--- src/rtl/sat_guard_pkg.sv ---
package sat_guard_pkg;
  localparam int W_WORD  = 25;
  localparam int W_GUARD = 3;
  localparam int W_EXT   = W_WORD + W_GUARD;
  typedef logic [W_WORD-1:0] word_t;
  typedef logic [W_EXT-1:0]  ext_t;
endpackage

--- src/rtl/sg_ext_adder.sv ---
module sg_ext_adder #(
  parameter int WW = 25,
  parameter int WE = 28
) (
  input  logic [WW-1:0] a,
  input  logic [WW-1:0] b,
  input  logic          sub,
  output logic [WE-1:0] sum
);
  logic [WE-1:0] a_x, b_x, b_m;
  always_comb begin
    a_x = {{(WE-WW){a[WW-1]}}, a};
    b_x = {{(WE-WW){b[WW-1]}}, b};
    b_m = sub ? ~b_x : b_x;
    sum = a_x + b_m + {{(WE-1){1'b0}}, sub};
  end
endmodule

--- src/rtl/sg_fit_check.sv ---
module sg_fit_check #(
  parameter int WW = 25,
  parameter int WE = 28
) (
  input  logic [WE-1:0] sum,
  input  logic          lim,
  output logic [WW-1:0] res,
  output logic          ovf,
  output logic          sgn
);
  localparam int NG = WE - WW + 1;
  logic [NG-1:0] top;
  logic [WW-1:0] pos_lim, neg_lim;
  always_comb begin
    top     = sum[WE-1:WW-1];
    sgn     = sum[WE-1];
    ovf     = !((top == '0) || (top == '1));
    pos_lim = {1'b0, {(WW-1){1'b1}}};
    neg_lim = {1'b1, {(WW-1){1'b0}}};
    if (ovf && lim) res = sgn ? neg_lim : pos_lim;
    else            res = sum[WW-1:0];
  end
endmodule

--- src/rtl/sat_guard_addsub.sv ---
module sat_guard_addsub
  import sat_guard_pkg::*;
#(
  parameter int WW = W_WORD,
  parameter int WG = W_GUARD
) (
  input  logic          clk,
  input  logic          rst,
  input  logic          wr_en,
  input  logic          op_sub,
  input  logic          lim_en,
  input  logic [WW-1:0] opa,
  input  logic [WW-1:0] opb,
  output logic [WW-1:0] res_q,
  output logic          ovf_q,
  output logic          sgn_q
);
  localparam int WE = WW + WG;
  logic [WE-1:0] sum;
  logic [WW-1:0] res_d;
  logic          ovf_d, sgn_d;

  sg_ext_adder #(.WW(WW), .WE(WE)) u_add (
    .a(opa), .b(opb), .sub(op_sub), .sum(sum));

  sg_fit_check #(.WW(WW), .WE(WE)) u_fit (
    .sum(sum), .lim(lim_en), .res(res_d), .ovf(ovf_d), .sgn(sgn_d));

  always_ff @(posedge clk) begin
    if (rst) begin
      res_q <= '0;
      ovf_q <= 1'b0;
      sgn_q <= 1'b0;
    end else if (wr_en) begin
      res_q <= res_d;
      ovf_q <= ovf_d;
      sgn_q <= sgn_d;
    end
  end

  AST_RESET_CLEAR: assert property (@(posedge clk) rst |=> (res_q == '0 && !ovf_q && !sgn_q));
  AST_HOLD_IDLE: assert property (@(posedge clk) disable iff (rst)
    !wr_en |=> ($stable(res_q) && $stable(ovf_q) && $stable(sgn_q)));
  AST_SAT_POS: assert property (@(posedge clk) disable iff (rst)
    (wr_en && lim_en && ovf_d && !sgn_d) |=> res_q == {1'b0, {(WW-1){1'b1}}});
  AST_SAT_NEG: assert property (@(posedge clk) disable iff (rst)
    (wr_en && lim_en && ovf_d && sgn_d) |=> res_q == {1'b1, {(WW-1){1'b0}}});
  AST_NO_OVERFLOW: assert property (@(posedge clk) disable iff (rst)
    (wr_en && !ovf_d) |=> (res_q[WW-1] == sgn_q));
  AST_RAW_KEEP: assert property (@(posedge clk) disable iff (rst)
    (wr_en && !lim_en) |=> res_q == $past(sum[WW-1:0]));
endmodule

--- config.mk ---
export PLATFORM = sky130hd
export DESIGN_NAME = sat_guard_addsub
export DESIGN_NICKNAME = d
export VERILOG_FILES = /design/src/rtl/sat_guard_pkg.sv /design/src/rtl/sg_ext_adder.sv /design/src/rtl/sg_fit_check.sv /design/src/rtl/sat_guard_addsub.sv
export SDC_FILE = /design/constraint.sdc
export NUM_CORES = 1
export LEC_CHECK = 0
export ABC_AREA = 1
export BUFFER_PORTS_ARGS = -buffer_cell sky130_fd_sc_hd__clkbuf_2
export CORE_MARGIN = 2
export CORE_UTILIZATION = 54
export CTS_CLUSTER_DIAMETER = 40
export DETAILED_ROUTE_END_ITERATION = 10
export PLACE_DENSITY_LB_ADDON = 0.05
export RECOVER_POWER = 50
export SYNTH_ARGS = -nofsm -noshare
export SYNTH_HDL_FRONTEND = slang
export SYNTH_SLANG_ARGS = --single-unit
--- constraint.sdc ---
create_clock -name clk -period 3.8 [get_ports clk]
set_input_delay 0.57 -clock clk [delete_from_list [all_inputs] [get_ports clk]]
set_output_delay 0.57 -clock clk [all_outputs]
set_load 0.01 [all_outputs]
==> results of run 1 <==
power groups by stage:
stage          logic (mW)  clock network (mW)  registers [mW]
2_1_floorplan       0.555                   0           0.361
3_3_place_gp        0.732                   0           0.342
3_5_place_dp        0.739                   0           0.344
4_1_cts             0.743               0.163           0.338
5_1_grt             0.828               0.178           0.342
6_report            0.734               0.161           0.337
final timing paths:
kind / endpoint / slack (ns) / cells after the start
worst max-delay path: res_q[15] / 0.76 / 16
worst min-delay path: res_q[24] / 0.47 / 2
worst min register to register: res_q[24] / 0.49 / 2
worst max register to register: res_q[15] / 3.10 / 2
per-layer routing:
metal / routed length, µm / vias to the layer above
met4: 152 / 0
li1: - / 1652
met5: 0 / -
met1: 3730 / 1361
met2: 3230 / 98
met3: 385 / 11
cell usage in the layout, fill, tap and decap left out, drive strengths merged:
cell type / Yosys / final
nand2: 145 / 145
clkbuf: 5 / 84
inv: 54 / 54
a21oi: 47 / 47
nor2: 41 / 41
xor2: 39 / 39
o21ai: 29 / 29
dfxtp: 27 / 27
ha: 26 / 26
nand3: 19 / 19
xnor2: 7 / 7
and2: 4 / 4
o21bai: 4 / 4
nand4: 4 / 4
nor3: 3 / 3
buf: 7 / 3
o211ai: 2 / 2
a31oi: 2 / 2
or2: 1 / 1
a21o: 1 / 1
fa: 1 / 1
clkinv: 0 / 1
registers in the layout, indices dropped and copies added (netlist names):
signal	count
ovf_q	1
res_q	25
sgn_q	1
cells by family after synthesis:
group,Yosys count
AOI/OAI and AO/OA,85
xor gates and xnor gates,46
adders and majority gates,27
buffers and inverters,66
DFF,27
and+or+nand+nor,217
layout make-up:
class / count / area [µm²] / area share (%)
clock inverters: 1 / 5.00 / 0.139
repair buffers: 84 / 394 / 11.0
flip-flops and latches: 27 / 541 / 15.0
clock buffers: 3 / 41.3 / 1.15
inverters: 54 / 203 / 5.64
multi-input cells: 375 / 2320 / 64.5
well taps: 72 / 90.1 / 2.51
==> flow_metrics.env, run 1 <==
export IMPL_clk_pin_slew_worst_paths_ns=0.08
export IMPL_post_layout_total_power_mw=1.23
export IMPL_cp_end_kind="flop"
export IMPL_clock_tree_root_cell="clkbuf_8"
export IMPL_ant_nets=0
export IMPL_clkPwrFrac_pct=13.1
export IMPL_fraction_of_the_mapped_netlist_area_in_simple_logic_gates_pct=32.6
export IMPL_power_share_combinational_pct=59.6
export IMPL_insertedDiodeCount=0
export IMPL_synthMostInstantiatedCell="nand2_1"
export IMPL_switchingPower_mw=0.569
export IMPL_synthAdderAreaFrac_pct=10.9
export IMPL_rows=27
export IMPL_total_clock_buffers_created_by_cts=3
export IMPL_place_ws_ns=0.423
export IMPL_number_of_enable_flip_flop_cells_after_synthesis=0
export IMPL_globalplace_congestion=0.918
export IMPL_finalSetupViolations=0
export IMPL_crit_path_start_kind="primary input"
export IMPL_slew_violations=0
export IMPL_finalHoldViolations=0
export IMPL_globalRouteMet2Util_pct=39.3
export IMPL_total_i_o_pin_count=82
export IMPL_cts_tree="yes"
export IMPL_final_util_pct=64.4
export IMPL_drt_first_iter_violations=114
export IMPL_initial_core_util_pct=56.7
export IMPL_multiplexer_share_of_the_synthesized_area_pct=0
export IMPL_avgViaCountPerCell=5.07
export IMPL_worstMarginPinSlew_ns=0.600
export IMPL_syn_area_um2=3160
export IMPL_numPlacedInstances=612
export IMPL_synthesis_instances=468
export IMPL_cts_htree_levels=1
export IMPL_detail_route_drc_violations=0
export IMPL_critPathSlowestCell="fa_1"
export IMPL_post_synth_num_cell_types=34
export IMPL_drv_max_cap_violation_count=0
export IMPL_hold_path_class="in2reg"
export IMPL_rsz0062_at_grt="no"
export IMPL_global_route_wire_length_before_repair_um=12600
export IMPL_syn_avg_cell_area_um2=6.75
export IMPL_synthTopCellsByArea="dfxtp_1, nand2_1, xor2_1"
export IMPL_sw_frac_of_total_pct=46.2
export IMPL_yosys_area_share_xor_xnor_pct=12.8
export IMPL_upper_clock_frequency_limit_mhz=329
export IMPL_worst_ep_required_time_ns=3.95
export IMPL_crit_top_cell="nand2_1"
export IMPL_tritoncts_num_sinks=27
export IMPL_irDropWorstVdd_mv=0.259
export IMPL_setup_worst_path_start="op_sub"
export IMPL_aggregate_global_routing_overflow=0
export IMPL_critical_path_peak_fanout=24
export IMPL_synth_top_cells_by_count="nand2_1, inv_1, xor2_1"
export IMPL_largest_family_of_logic_cells_by_synthesized_area="simple AND/OR/NAND/NOR gates"
export IMPL_sequential_cell_area_fraction_in_the_yosys_report_pct=17.1
export IMPL_critPathTopFamily="simple AND/OR/NAND/NOR gates"
export IMPL_power_density_nw_per_um2=343
export IMPL_grt_start_max_net_pins=31
export IMPL_internal_power_mw=0.662
export IMPL_synth_compound_gate_area_share_pct=17.1
export IMPL_holdBufCountCts=0
export IMPL_area_growth_synth_to_final_pct=13.7
export IMPL_vias=3122
export IMPL_synth_top_area_cell="dfxtp_1"
export IMPL_timing_worst_setup_path_type="in2reg"
export IMPL_die_area_um2=6480
export IMPL_cpPeakStageDelay_ns=0.47
export IMPL_met1_usage_pct=34.4
export IMPL_clock_period_minus_worst_slack_ns=3.04
export IMPL_core_area_um2=5570
export IMPL_share_seq_of_total_power_pct=27.4
export IMPL_max_slew_margin_rel_pct=59.9
export IMPL_antenna_found_initial=0
export IMPL_number_of_global_route_vias_before_repair=2825
export IMPL_leakagePower_nw=1.83
export IMPL_finish_instance_area_um2=3590
export IMPL_postSynthRegisterBits=27
export IMPL_routed_wire_length_per_instance_um=12.2
export IMPL_cp_buffers_inverters=3
export IMPL_r2r_start="res_q[15]"
export IMPL_worst_hold_slack_ns=0.472
export IMPL_outcome="finished, final reports clean"
export IMPL_dpl_cell_area_um2=3580
export IMPL_post_dp_hpwl_um=6350
export IMPL_period_share_pct=80.1
export IMPL_totalNegativeSetupSlack_ns=0
export IMPL_netlist_area_leader_share_pct=17.1
export IMPL_postCtsResizedCells=0
export IMPL_fillerInstances=583
export IMPL_grt_busiest_layer="met2"
export IMPL_place_port_buffers=81
export IMPL_synth_yosys_warnings=0
export IMPL_insertion_delay_ns=0.27
export IMPL_hold_path_startpoint="rst"
export IMPL_design_final_nets=627
export IMPL_chipHeight_um=80.5
export IMPL_synth_fp_nets=550
export IMPL_crit_chain="clkbuf_2, buf_4, xor2_1, fa_1, nand2_1, nand2_1, nand3_1, nand2_2, nand2_1, nand4_1, nand2_4, inv_2, nand2_4, nand3_4, nand2_2, a21oi_2"
export IMPL_layout_drive_gt1_share_pct=23.3
export IMPL_globalRouteTotalUtil_pct=24.3
export IMPL_clock_skew_final_ns=0
export IMPL_first_pass_iters=4
export IMPL_cts_max_path_buffers=2
export IMPL_die_width_um=80.5
export IMPL_drt_wirelength_um=7490
export IMPL_async_reset_ff_share_pct=0
export IMPL_finalWorstSetupSlack_ns=0.758
export IMPL_postCtsSetupBuffers=0
export IMPL_synth_main_ff_cell="dfxtp_1"
export IMPL_finished_layout_cells=616
export IMPL_grt_met3_usage_pct=1.46
export IMPL_crit_arrival_ns=3.19
(Power assumes the default switching activity.)
==> inputs of run 2 (changes only) <==
ABC_AREA = 0   (was 1)
CORE_UTILIZATION = 48   (was 54)
clock period = 2.61 ns   (was 3.8 ns; I/O delays follow)
==> run 2 against run 1 <==
Against the previous run: the flow now finishes with violations (setup timing); synthesized cell count down 30%; clock skew unchanged; clock-buffer cell count unchanged; hold slack better by 0.019 ns; global-route usage up 0.27 points; power up 72%; cell count down 9.3%; register-to-register slack worse by 1.4 ns; core utilization up 9.6 points; sequential power up 51%; clock power up 58%; critical endpoint is now res_q[11].
==> flow_metrics.env, run 2 <==
export IMPL_core_area_um2=5570
export IMPL_final_util_pct=74.0
export IMPL_upper_clock_frequency_limit_mhz=338
export IMPL_timing_worst_setup_path_type="in2reg"
export IMPL_insertedDiodeCount=0
export IMPL_critical_path_peak_fanout=7
export IMPL_max_slew_margin_rel_pct=65.9
export IMPL_cp_end_kind="flop"
export IMPL_power_density_nw_per_um2=513
export IMPL_synth_main_ff_cell="dfxtp_1"
export IMPL_drv_max_cap_violation_count=0
export IMPL_initial_core_util_pct=50.1
export IMPL_synthMostInstantiatedCell="xor2_1"
export IMPL_critPathTopFamily="compound AO/OA/AOI/OAI gates"
export IMPL_clock_tree_root_cell="clkbuf_8"
export IMPL_number_of_global_route_vias_before_repair=2845
export IMPL_cp_num_cells=14
export IMPL_sequential_cell_area_fraction_in_the_yosys_report_pct=19.3
export IMPL_crit_chain="clkbuf_16, mux2_4, fa_2, a211oi_2, o21a_1, a21oi_2, o21ai_2, o211ai_2, a211oi_4, and3b_2, o22ai_4, buf_6, buf_12, a211oi_2"
export IMPL_aggregate_global_routing_overflow=0
export IMPL_worst_ep_required_time_ns=2.81
export IMPL_cts_max_path_buffers=2
export IMPL_tritoncts_num_sinks=27
export IMPL_netlist_area_leader_share_pct=19.3
export IMPL_hold_path_class="reg2reg"
export IMPL_irDropWorstVdd_mv=0.310
export IMPL_finalSetupViolations=27
export IMPL_async_reset_ff_share_pct=0
export IMPL_register_ranked_first_by_flip_flop_count="res_q"
export IMPL_totalNegativeSetupSlack_ns=-7.27
export IMPL_clk_pin_slew_worst_paths_ns=0.10
export IMPL_postSynthRegisterBits=27
export IMPL_cp_buffers_inverters=3
export IMPL_synthTopCellsByArea="dfxtp_1, ha_1, xor2_1"
export IMPL_slew_violations=0
export IMPL_antenna_found_initial=0
export IMPL_syn_area_um2=2800
export IMPL_global_route_wire_length_before_repair_um=12800
export IMPL_most_common_cell_after_layout_fill_and_taps_aside="buf_4"
export IMPL_reg_top3="res_q x25, ovf_q x1, sgn_q x1"
export IMPL_critPathSlowestCell="fa_2"
export IMPL_cells_on_worst_reg2reg_path=4
export IMPL_drt_first_iter_violations=146
export IMPL_clock_period_minus_worst_slack_ns=2.96
export IMPL_worstMarginPinSlew_ns=0.512
export IMPL_die_width_um=80.3
export IMPL_globalRouteMet2Util_pct=45.4
export IMPL_ff2ff_setup_slack_ns=1.72
export IMPL_die_area_um2=6450
export IMPL_ant_nets=0
export IMPL_first_pass_iters=4
export IMPL_leading_cell_types_in_the_layout_fill_and_taps_excluded="buf_4, clkbuf_2, xor2_1"
export IMPL_insertion_delay_ns=0.28
export IMPL_layout_drive_gt1_share_pct=49.7
export IMPL_post_layout_total_power_mw=2.12
export IMPL_globalplace_congestion=0.847
export IMPL_vias=2966
export IMPL_avgViaCountPerCell=5.31
export IMPL_drt_wirelength_um=7910
export IMPL_rsz0062_at_grt="yes"
export IMPL_area_growth_synth_to_final_pct=47.6
export IMPL_failing_checks="setup timing"
export IMPL_finished_layout_cells=559
export IMPL_crit_arrival_ns=3.16
export IMPL_crit_path_start_kind="primary input"
export IMPL_fillerInstances=471
export IMPL_cpPeakStageDelay_ns=0.38
export IMPL_crit_top_cell="a211oi_2"
export IMPL_finalHoldViolations=0
export IMPL_design_final_nets=570
export IMPL_met1_usage_pct=31.7
export IMPL_synth_top_area_cell="dfxtp_1"
export IMPL_post_dp_hpwl_um=5840
export IMPL_flip_flop_count_of_the_largest_register_all_copies_and_words_added=25
export IMPL_numPlacedInstances=538
export IMPL_outcome="finished, violations left"
export IMPL_post_synth_num_cell_types=55
export IMPL_synthesis_instances=326
export IMPL_rows=27
export IMPL_finalWorstSetupSlack_ns=-0.351
export IMPL_period_share_pct=113
export IMPL_holdBufCountCts=0
export IMPL_worstHoldPathCells=2
export IMPL_routed_wire_length_per_instance_um=14.2
export IMPL_grt_busiest_layer="met2"
export IMPL_grt_met3_usage_pct=1.46
export IMPL_synth_top_cells_by_count="xor2_1, nor2_1, dfxtp_1"
export IMPL_cts_tree="yes"
export IMPL_grt_start_max_net_pins=28
export IMPL_clock_skew_final_ns=0
export IMPL_total_clock_buffers_created_by_cts=3
export IMPL_place_port_buffers=81
export IMPL_chipHeight_um=80.3
export IMPL_globalRouteTotalUtil_pct=24.6
export IMPL_synth_fp_nets=408
export IMPL_total_i_o_pin_count=82
export IMPL_synth_yosys_warnings=0
export IMPL_cts_htree_levels=1
export IMPL_detail_route_drc_violations=0
export IMPL_number_of_enable_flip_flop_cells_after_synthesis=0
export IMPL_leakagePower_nw=1.95
export IMPL_syn_avg_cell_area_um2=8.57
-- run 2: stage by stage --
| step | worst slack [ns] | area (µm²) | hold slack, ns |
|---|---|---|---|
| detailed placement | -0.818 | 3810 | 0.479 |
| CTS | -0.279 | 4090 | 0.492 |
| floorplan | -0.521 | 2880 | 0.505 |
| global route | -0.442 | 4130 | 0.518 |
| global placement | -0.719 | 3810 | 0.476 |
| finish | -0.351 | 4130 | 0.491 |
-- run 2: final timing paths --
kind / startpoint / to
max: op_sub / res_q[11]
min: res_q[24] / res_q[24]
max reg2reg: res_q[21] / res_q[21]
min reg2reg: res_q[24] / res_q[24]
-- run 2: what timing repair did --
action / 4_1_cts / 5_1_grt
pin swaps: 22 / 16
setup endpoints to repair: 27 / 27
setup buffers: 12 / 7
gates cloned: 3 / 0
gates resized for setup: 21 / 16
-- run 2: logic make-up after synthesis --
kind of cell,Yosys count,share of synthesized area (%)
adders and majority gates,27,12.4
xor gates and xnor gates,44,13.8
muxes,4,1.84
buffers and inverters,22,5.19
AOI/OAI and AO/OA,100,29.5
DFF,27,19.3
and+or+nand+nor,102,18.0
-- run 2: report_power, final --
part / switching, mW / total [mW] / internal [mW]
combinational: 0.681 / 1.35 / 0.673
clock: 0.146 / 0.255 / 0.109
sequential: 0.0353 / 0.508 / 0.472
-- run 2: routing by layer --
layer / up-vias / wire, µm
met3: 4 / 243
met4: 0 / 36
met1: 1397 / 3700
met5: - / 0
met2: 60 / 3930
li1: 1505 / -
-- run 2: worst min-delay path, cell delays in order (launching register included) --
cell and delay, ns:
dfxtp_1 0.32, nor2_1 0.08, a211oi_1 0.05
-- run 2: final cells by class --
class / instances / area [µm²] / area share (%)
multi-input cells: 279 / 2280 / 55.4
clock inverters: 1 / 7.51 / 0.182
inverters: 6 / 22.5 / 0.546
clock buffers: 3 / 41.3 / 1.00
flip-flops and latches: 27 / 541 / 13.1
well taps: 72 / 90.1 / 2.18
repair buffers: 171 / 1140 / 27.6
